[src/rtl/seq6_pkg.sv]
package seq6_pkg;

    localparam int unsigned CNT_W = 3;

    typedef logic [CNT_W-1:0] code_t;

    localparam code_t CODE_ZERO  = code_t'(0);
    localparam code_t CODE_LAST  = 3'b100;
    localparam code_t CODE_SPARE_A = 3'b010;
    localparam code_t CODE_SPARE_B = 3'b101;

    typedef struct packed {
        code_t tog;
        logic  spare;
    } excite_t;

    function automatic logic is_spare(code_t c);
        return (c == CODE_SPARE_A) || (c == CODE_SPARE_B);
    endfunction

    // minimal toggle terms, unused codes taken as don't-care
    function automatic code_t tog_min(code_t q);
        code_t t;
        t[2] = q[2] ^ q[1];
        t[1] = q[1] ^ q[0];
        t[0] = ~(q[2] ^ q[0]);
        return t;
    endfunction

    // ring successor, used only by the checks
    function automatic code_t ring_next(code_t q);
        case (q)
            3'b000:  return 3'b001;
            3'b001:  return 3'b011;
            3'b011:  return 3'b111;
            3'b111:  return 3'b110;
            3'b110:  return 3'b100;
            3'b100:  return 3'b000;
            default: return CODE_ZERO;
        endcase
    endfunction

endpackage

[src/rtl/seq6_excite.sv]
module seq6_excite
    import seq6_pkg::*;
(
    input  code_t   q_i,
    input  logic    en_i,
    output excite_t ex_o
);
    code_t raw;

    always_comb begin
        // an unused code toggles exactly its ones, landing on zero
        if (is_spare(q_i)) raw = q_i;
        else               raw = tog_min(q_i);
    end

    for (genvar b = 0; b < CNT_W; b++) begin : g_gate
        assign ex_o.tog[b] = en_i & raw[b];
    end

    assign ex_o.spare = is_spare(q_i);

endmodule

[src/rtl/seq6_tbank.sv]
module seq6_tbank
    import seq6_pkg::*;
(
    input  logic  clk_i,
    input  logic  rst_i,
    input  code_t tog_i,
    output code_t q_o
);
    code_t state_q;

    always_ff @(posedge clk_i) begin
        if (rst_i) state_q <= CODE_ZERO;
        else       state_q <= state_q ^ tog_i;
    end

    assign q_o = state_q;

endmodule

[src/rtl/seq6_wrap.sv]
module seq6_wrap
    import seq6_pkg::*;
(
    input  logic  clk_i,
    input  logic  rst_i,
    input  logic  en_i,
    input  code_t q_i,
    output logic  wrap_o
);
    logic wrap_q;

    always_ff @(posedge clk_i) begin
        if (rst_i) wrap_q <= 1'b0;
        else       wrap_q <= en_i && (q_i == CODE_LAST);
    end

    assign wrap_o = wrap_q;

    // a pulse never lasts two cycles
    a_r6_single_pulse: assert property (@(posedge clk_i) disable iff (rst_i)
        wrap_q |=> !wrap_q);

endmodule

[src/rtl/seq6_counter.sv]
module seq6_counter
    import seq6_pkg::*;
(
    input  logic             clk_i,
    input  logic             rst_i,
    input  logic             en_i,
    output logic [CNT_W-1:0] state_o,
    output logic             wrap_o
);
    code_t   q;
    excite_t ex;

    seq6_excite u_excite (
        .q_i  (q),
        .en_i (en_i),
        .ex_o (ex)
    );

    seq6_tbank u_bank (
        .clk_i (clk_i),
        .rst_i (rst_i),
        .tog_i (ex.tog),
        .q_o   (q)
    );

    seq6_wrap u_wrap (
        .clk_i  (clk_i),
        .rst_i  (rst_i),
        .en_i   (en_i),
        .q_i    (q),
        .wrap_o (wrap_o)
    );

    assign state_o = q;

    // a ring code steps to its successor
    a_r2_ring_step: assert property (@(posedge clk_i) disable iff (rst_i)
        (en_i && !is_spare(q)) |=> (q == ring_next($past(q))));

    // disabled edges keep the state
    a_r4_hold: assert property (@(posedge clk_i) disable iff (rst_i)
        !en_i |=> $stable(q));

    // unused codes escape to zero in one enabled edge
    a_r5_recover: assert property (@(posedge clk_i) disable iff (rst_i)
        (en_i && ex.spare) |=> (q == CODE_ZERO));

    // a pulse always sits on the zero code
    a_r6_wrap_at_zero: assert property (@(posedge clk_i) disable iff (rst_i)
        wrap_o |-> (q == CODE_ZERO));

endmodule

[config.mk]
export PLATFORM = sky130hd
export DESIGN_NAME = seq6_counter
export DESIGN_NICKNAME = d
export VERILOG_FILES = /design/src/rtl/seq6_pkg.sv /design/src/rtl/seq6_excite.sv /design/src/rtl/seq6_tbank.sv /design/src/rtl/seq6_wrap.sv /design/src/rtl/seq6_counter.sv
export SDC_FILE = /design/constraint.sdc
export NUM_CORES = 1
export LEC_CHECK = 0
export ABC_AREA = 0
export BUFFER_PORTS_ARGS = -buffer_cell sky130_fd_sc_hd__buf_2
export CELL_PAD_IN_SITES_DETAIL_PLACEMENT = 1
export CELL_PAD_IN_SITES_GLOBAL_PLACEMENT = 1
export CORE_AREA = 2 2 39 41
export DETAILED_ROUTE_END_ITERATION = 10
export DIE_AREA = 0 0 41 43
export PLACE_DENSITY_LB_ADDON = 0.1
export SYNTH_ARGS = -nofsm -noshare
export SYNTH_HDL_FRONTEND = slang
export SYNTH_SLANG_ARGS = --single-unit
[constraint.sdc]
create_clock -name clk_i -period 1.4 [get_ports clk_i]
set_input_delay 0.07 -clock clk_i [delete_from_list [all_inputs] [get_ports clk_i]]
set_output_delay 0.07 -clock clk_i [all_outputs]
set_load 0.01 [all_outputs]
After elaboration in Yosys (flattened, before gate mapping)
Cells that the tools add are included.

Reduce and logical (&&, ||, !) cells: 2. Muxes and demuxes: 1. Bitwise gates (word level): 8. Equal/unequal tests: 3.

Operators with widths (number): == test 3 bit, second input constant (2); bitwise AND 1 bit (3); == test 3 x 2 -> 1 bit, second input constant (1); two-way mux 3 bit (1); bitwise XOR 1 bit (3); bitwise XOR 3 bit (1); logical AND 1 bit (1); logical OR 1 bit (1); NOT 1 bit (1).

Word-level logic and storage cells: 16. Output and inout bits: 4. Flip-flop bits (word level): 4. Bits of input ports: 3.

Depth between registers and ports, before layout
Word-level depth: 5. Depth in mapped cells: 5. Mapped depth without buffers: 5.

Modules after synthesis
Synthesis repeated with hierarchy kept, for this count alone.

Cell total of the unflattened synthesis: 26. Area, all modules: 241.5 sq um.

Modules (own cells, without submodules): seq6_excite (cells an instance 14, seq. area each 0.0 sq um, instances 1, area each 110.1 sq um); seq6_tbank (cells an instance 9, seq. area each 60.1 sq um, instances 1, area each 97.6 sq um); seq6_wrap (cells an instance 3, seq. area each 20.0 sq um, instances 1, area each 33.8 sq um).

Worst setup path before layout
No wires, ideal clock.

Kind: register to register. Start: register u_bank.state_q[1] (netlist: u_bank.q_o[1]). End: register u_bank.state_q[1] (netlist: u_bank.q_o[1]). Setup time: 0.074 ns. Clock period less this slack: 1.182 ns. Stages on the path, launching flop included: 6. Data arrival time: 1.108 ns. Required time: 1.326 ns. Buffers on the path: 0. Slack: 0.218 ns. Cell sequence: dfxtp_1 inv_1 ha_1 mux2i_1 nand4_1 a31oi_1.

Longest elaborated chain between the ends: 5. Elaborated cells between the ends (all ways): 7. Those cells by class: eq/ne (2); mux (1); bitwise (3); reduce/logical (1).

RTL lines: start, declared (line seq6_tbank.sv:9) `code_t state_q;`; start signal, assigned (line seq6_tbank.sv:13) `else state_q <= state_q ^ tog_i;`; == test 3 x 2 -> 1 bit or == test 3 bit (tied branches); logical OR 1 bit (line seq6_pkg.sv:18) `return (c == CODE_SPARE_A) || (c == CODE_SPARE_B);`; two-way mux 3 bit (line seq6_excite.sv:12) `if (is_spare(q_i)) raw = q_i;`; bitwise AND 1 bit (line seq6_excite.sv:17) `assign ex_o.tog[b] = en_i & raw[b];`; bitwise XOR 3 bit (*) (line seq6_tbank.sv:13).

Every way passes the cells marked *; elsewhere a longest branch is shown, timed or not. A chain may end at the register's enable or synchronous reset.

Final worst setup path
Start: register u_bank.state_q[0] (netlist: u_bank.q_o[0]). End: register u_bank.state_q[1] (netlist: u_bank.q_o[1]).

Longest elaborated chain between the ends: 5. Elaborated cells between the ends (all ways): 7. Those cells by class: eq/ne (2); mux (1); bitwise (3); reduce/logical (1).

RTL lines (line): == test 3 x 2 -> 1 bit or == test 3 bit (tied branches); logical OR 1 bit (seq6_pkg.sv:18); two-way mux 3 bit (*) (seq6_excite.sv:12); bitwise AND 1 bit (*) (seq6_excite.sv:17); bitwise XOR 3 bit (*) (seq6_tbank.sv:13).

Marks and branches as above.

==> results.md <==
* Standby leakage power at ~0.00014 uW
* Number of standard cells in the final layout excluding fillers at 48
* Slack of the worst reg-to-reg path at 0.20 ns
* Total of max-cap violations at 0
* Final Max Tran Viols at 0
* Number of antenna violations at the first check in global routing at 0
* Post-route DRC violation count at 0
* Clock-pin slew on the worst setup and hold paths at roughly 0.04 ns
* Die outline area at between 1500 and 2000 um2
* Synth-to-layout area growth at 36.2%
* Die boundary height at approximately 43 um
* Total Neg Setup Slack at 0 ns
* Cells along the critical path: inv_1 -> ha_1 -> mux2i_1 -> nand4_1 -> a31oi_1
* Floorplan row count at 14
* CP max stage cell: dfxtp_1
* Number of buffers inserted during clock tree synthesis at 3
* Synth top area share at 0.362
* CTS tree: yes
* Synth cell types at 16
* Post-Syn Area per Cell at approximately 10 um2
* Most area-hungry cell type in the Yosys netlist: dfxtp_1
* Cell count of the worst reg-to-reg path at 5
* Antenna violation net count after detailed routing at 0
* Reg-to-Reg End: u_bank.q_o[1]$_SDFF_PP0_
* Worst slack on hold paths at approximately 0.044 ns
* Grt ovf at 0
* Period utilization at 0.860
* RePlAce Congestion at just over 0.6
* Final setup violating endpoints at 0
* Kind of end point of the critical path: flop
* Post-CTS setup-driven buffer insertion count at 0
* WL per Instance at 9.65 um
* Final Hold Fails at 0
* Relative slew slack at 0.866
* Root buf cell: clkbuf_4
* Final critical path time including I/O delays and setup at 1.20 ns
* DIE WIDTH at between 40 and 50 um
* Largest net degree at the start of global routing at 7
* Total vias in the final route at 197
* Run status: completed
* First-pass GRT wire length at roughly 750 um
* Kind of cell adding the most delay to the critical path: flip-flops
* Crit path DAT at 1.36 ns
* Port Buf Inserts at 6
* Critical Path Max Stage Delay at approximately 0.35 ns
* First-pass detailed-route iteration total at 2
* Share of layout cells above drive strength 1 at 0.375
* Vias per std cell at between 4 and 5
* Worst R2R Start: u_bank.q_o[0]$_SDFF_PP0_
* Crit path required time at 1.56 ns
* First-iteration detailed-routing DRC count at 1
* Peak ir drop on the vdd network at slightly above 0.3 mV
* Setup crit start: u_bank.q_o[0]$_SDFF_PP0_
* Top post-synthesis cells by area: dfxtp_1 36%, ha_1 17%, nor3b_2 5.6%
* Core Box Area at 1380 um2
* Wire length reported by the detailed router at approximately 460 um
* Antenna fix cells at 0
* Number of buffers and inverters on the critical path at 1
* Hold WC Path Type: input pin to flop
* Type of the worst setup path: flop to flop
* Net count after synthesis at 28
* Part of the Yosys area used for sequential elements at 0.362
* Maximum fanout count along the critical path at 3
* Hold_buf cts at 0
* Number of warnings reported in the yosys synthesis log at 0
* Vias in the first global route at ~190
* Depth of the critical timing path with buffers and inverters included at 5
* Unrepaired setup endpoints after global routing: false
* P per Cell Area at 1360 nW/um2
* Placed Instances at 45
* Clock tree sinks at 4
* Clock latency of the later-clocked register in the worst-skew pair at 0.23 ns
* Initial core utilization at 0.160
* Count of nets after finishing at 40
* Synthesis-stage register bit count at 4
* Worst-case clock skew at approximately 0.0021 ns
* Buffer depth of the longest clock path at 2
* Least-Margin Pin Slew at slightly below 0.2 ns
* Cell count after synthesis at 22
* Count of cells resized by post-cts repair at 0
* Startpoint type of the worst setup path: flop
* Post-synthesis instance area at 221 um2
* Global Route Usage Sum at 0.0661
* Maximum frequency from static timing analysis at about 0.83 GHz
* Number of top-level pins at 7
* Max H-tree Level at 1
* Worst Setup EP: u_bank.q_o[1]$_SDFF_PP0_
## cell type report
class                      count  area (um2)
fill                         177        1080
inverter                       2        7.51
multi-input combinational     16         134
sequential                     4        80.1
timing repair buffer           7        37.5
clock buffer                   3        22.5
tap                           16        20.0
## worst register-to-register path, stage by stage (launching register included)
cell	delay, ns
dfxtp_1	0.35
inv_1	0.09
ha_1	0.23
mux2i_1	0.19
nand4_1	0.12
a31oi_1	0.16
## worst min path at each step
| stage | end | cells after the start | slack [ns] | startpoint |
|---|---|---|---|---|
| 6_report | u_bank.q_o[2]$_SDFF_PP0_ | 2 | 0.04 | rst_i |
| 5_1_grt | u_bank.q_o[2]$_SDFF_PP0_ | 2 | 0.06 | rst_i |
| 4_1_cts | u_bank.q_o[2]$_SDFF_PP0_ | 2 | 0.04 | rst_i |
| 3_5_place_dp | u_bank.q_o[2]$_SDFF_PP0_ | 2 | 0.29 | rst_i |
| 3_3_place_gp | u_bank.q_o[2]$_SDFF_PP0_ | 2 | 0.29 | rst_i |
| 2_1_floorplan | u_bank.q_o[2]$_SDFF_PP0_ | 1 | 0.14 | rst_i |
## registers in the layout (all words and copies together), names as in the netlist
name,cells
u_bank.q_o,3
u_wrap.wrap_o,1
## cells by family (layout without fill, tap and decap cells)
| group | Yosys count | count (layout) | share of synthesized area |
|---|---|---|---|
| fa+ha+maj | 3 | 3 | 0.170 |
| simple gates | 8 | 8 | 0.271 |
| buf+inv | 2 | 12 | 0.0339 |
| mux | 1 | 1 | 0.0452 |
| flops | 4 | 4 | 0.362 |
| compound gates | 4 | 4 | 0.119 |
## per-layer routing
layer,GRT usage,wire length (um),up-vias
li1,-,-,99
met3,0.0157,23,2
met5,0,0,-
met4,0.0800,14,0
met2,0.0938,250,6
met1,0.0671,174,90
## stage by stage
step | setup slack (ns) | area [um2] | util | total power [uW]
global route | 0.0766 | 302 | 0.218 | 436
detailed placement | 0.174 | 279 | 0.202 | 269
floorplan | 0.218 | 221 | - | 221
CTS | 0.176 | 302 | 0.218 | 418
global placement | 0.222 | 279 | 0.202 | 268
finish | 0.197 | 302 | 0.218 | 410
## power breakdown
group / total [uW] / switching [uW] / leakage, uW / internal, uW
registers: 141 / 11.4 / 0.0000327 / 130
clock network: 145 / 49.3 / 0.0000138 / 96.0
logic: 123 / 62.4 / 0.0000885 / 60.8
## synthesized netlist by cell type (all sizes together)
cell type,count
mux2i,1
inv,2
nor2b,1
nand4,1
o21ai,1
and4b,1
dfxtp,4
o21ba,1
nand3b,1
nor3b,1
or2b,1
nor2,1
a31oi,1
ha,3
nand2b,1
a21oi,1
## placed cells by master, fill, tap and decap left out, drive strengths merged
| cell type | instances |
|---|---|
| mux2i | 1 |
| a31oi | 1 |
| inv | 2 |
| nand4 | 1 |
| dfxtp | 4 |
| or2b | 1 |
| nand3b | 1 |
| nand2b | 1 |
| nor2b | 1 |
| o21ba | 1 |
| ha | 3 |
| clkbuf | 3 |
| nor3b | 1 |
| a21oi | 1 |
| and4b | 1 |
| o21ai | 1 |
| nor2 | 1 |
| buf | 7 |
Note: power is estimated with default switching activity, not from simulation.
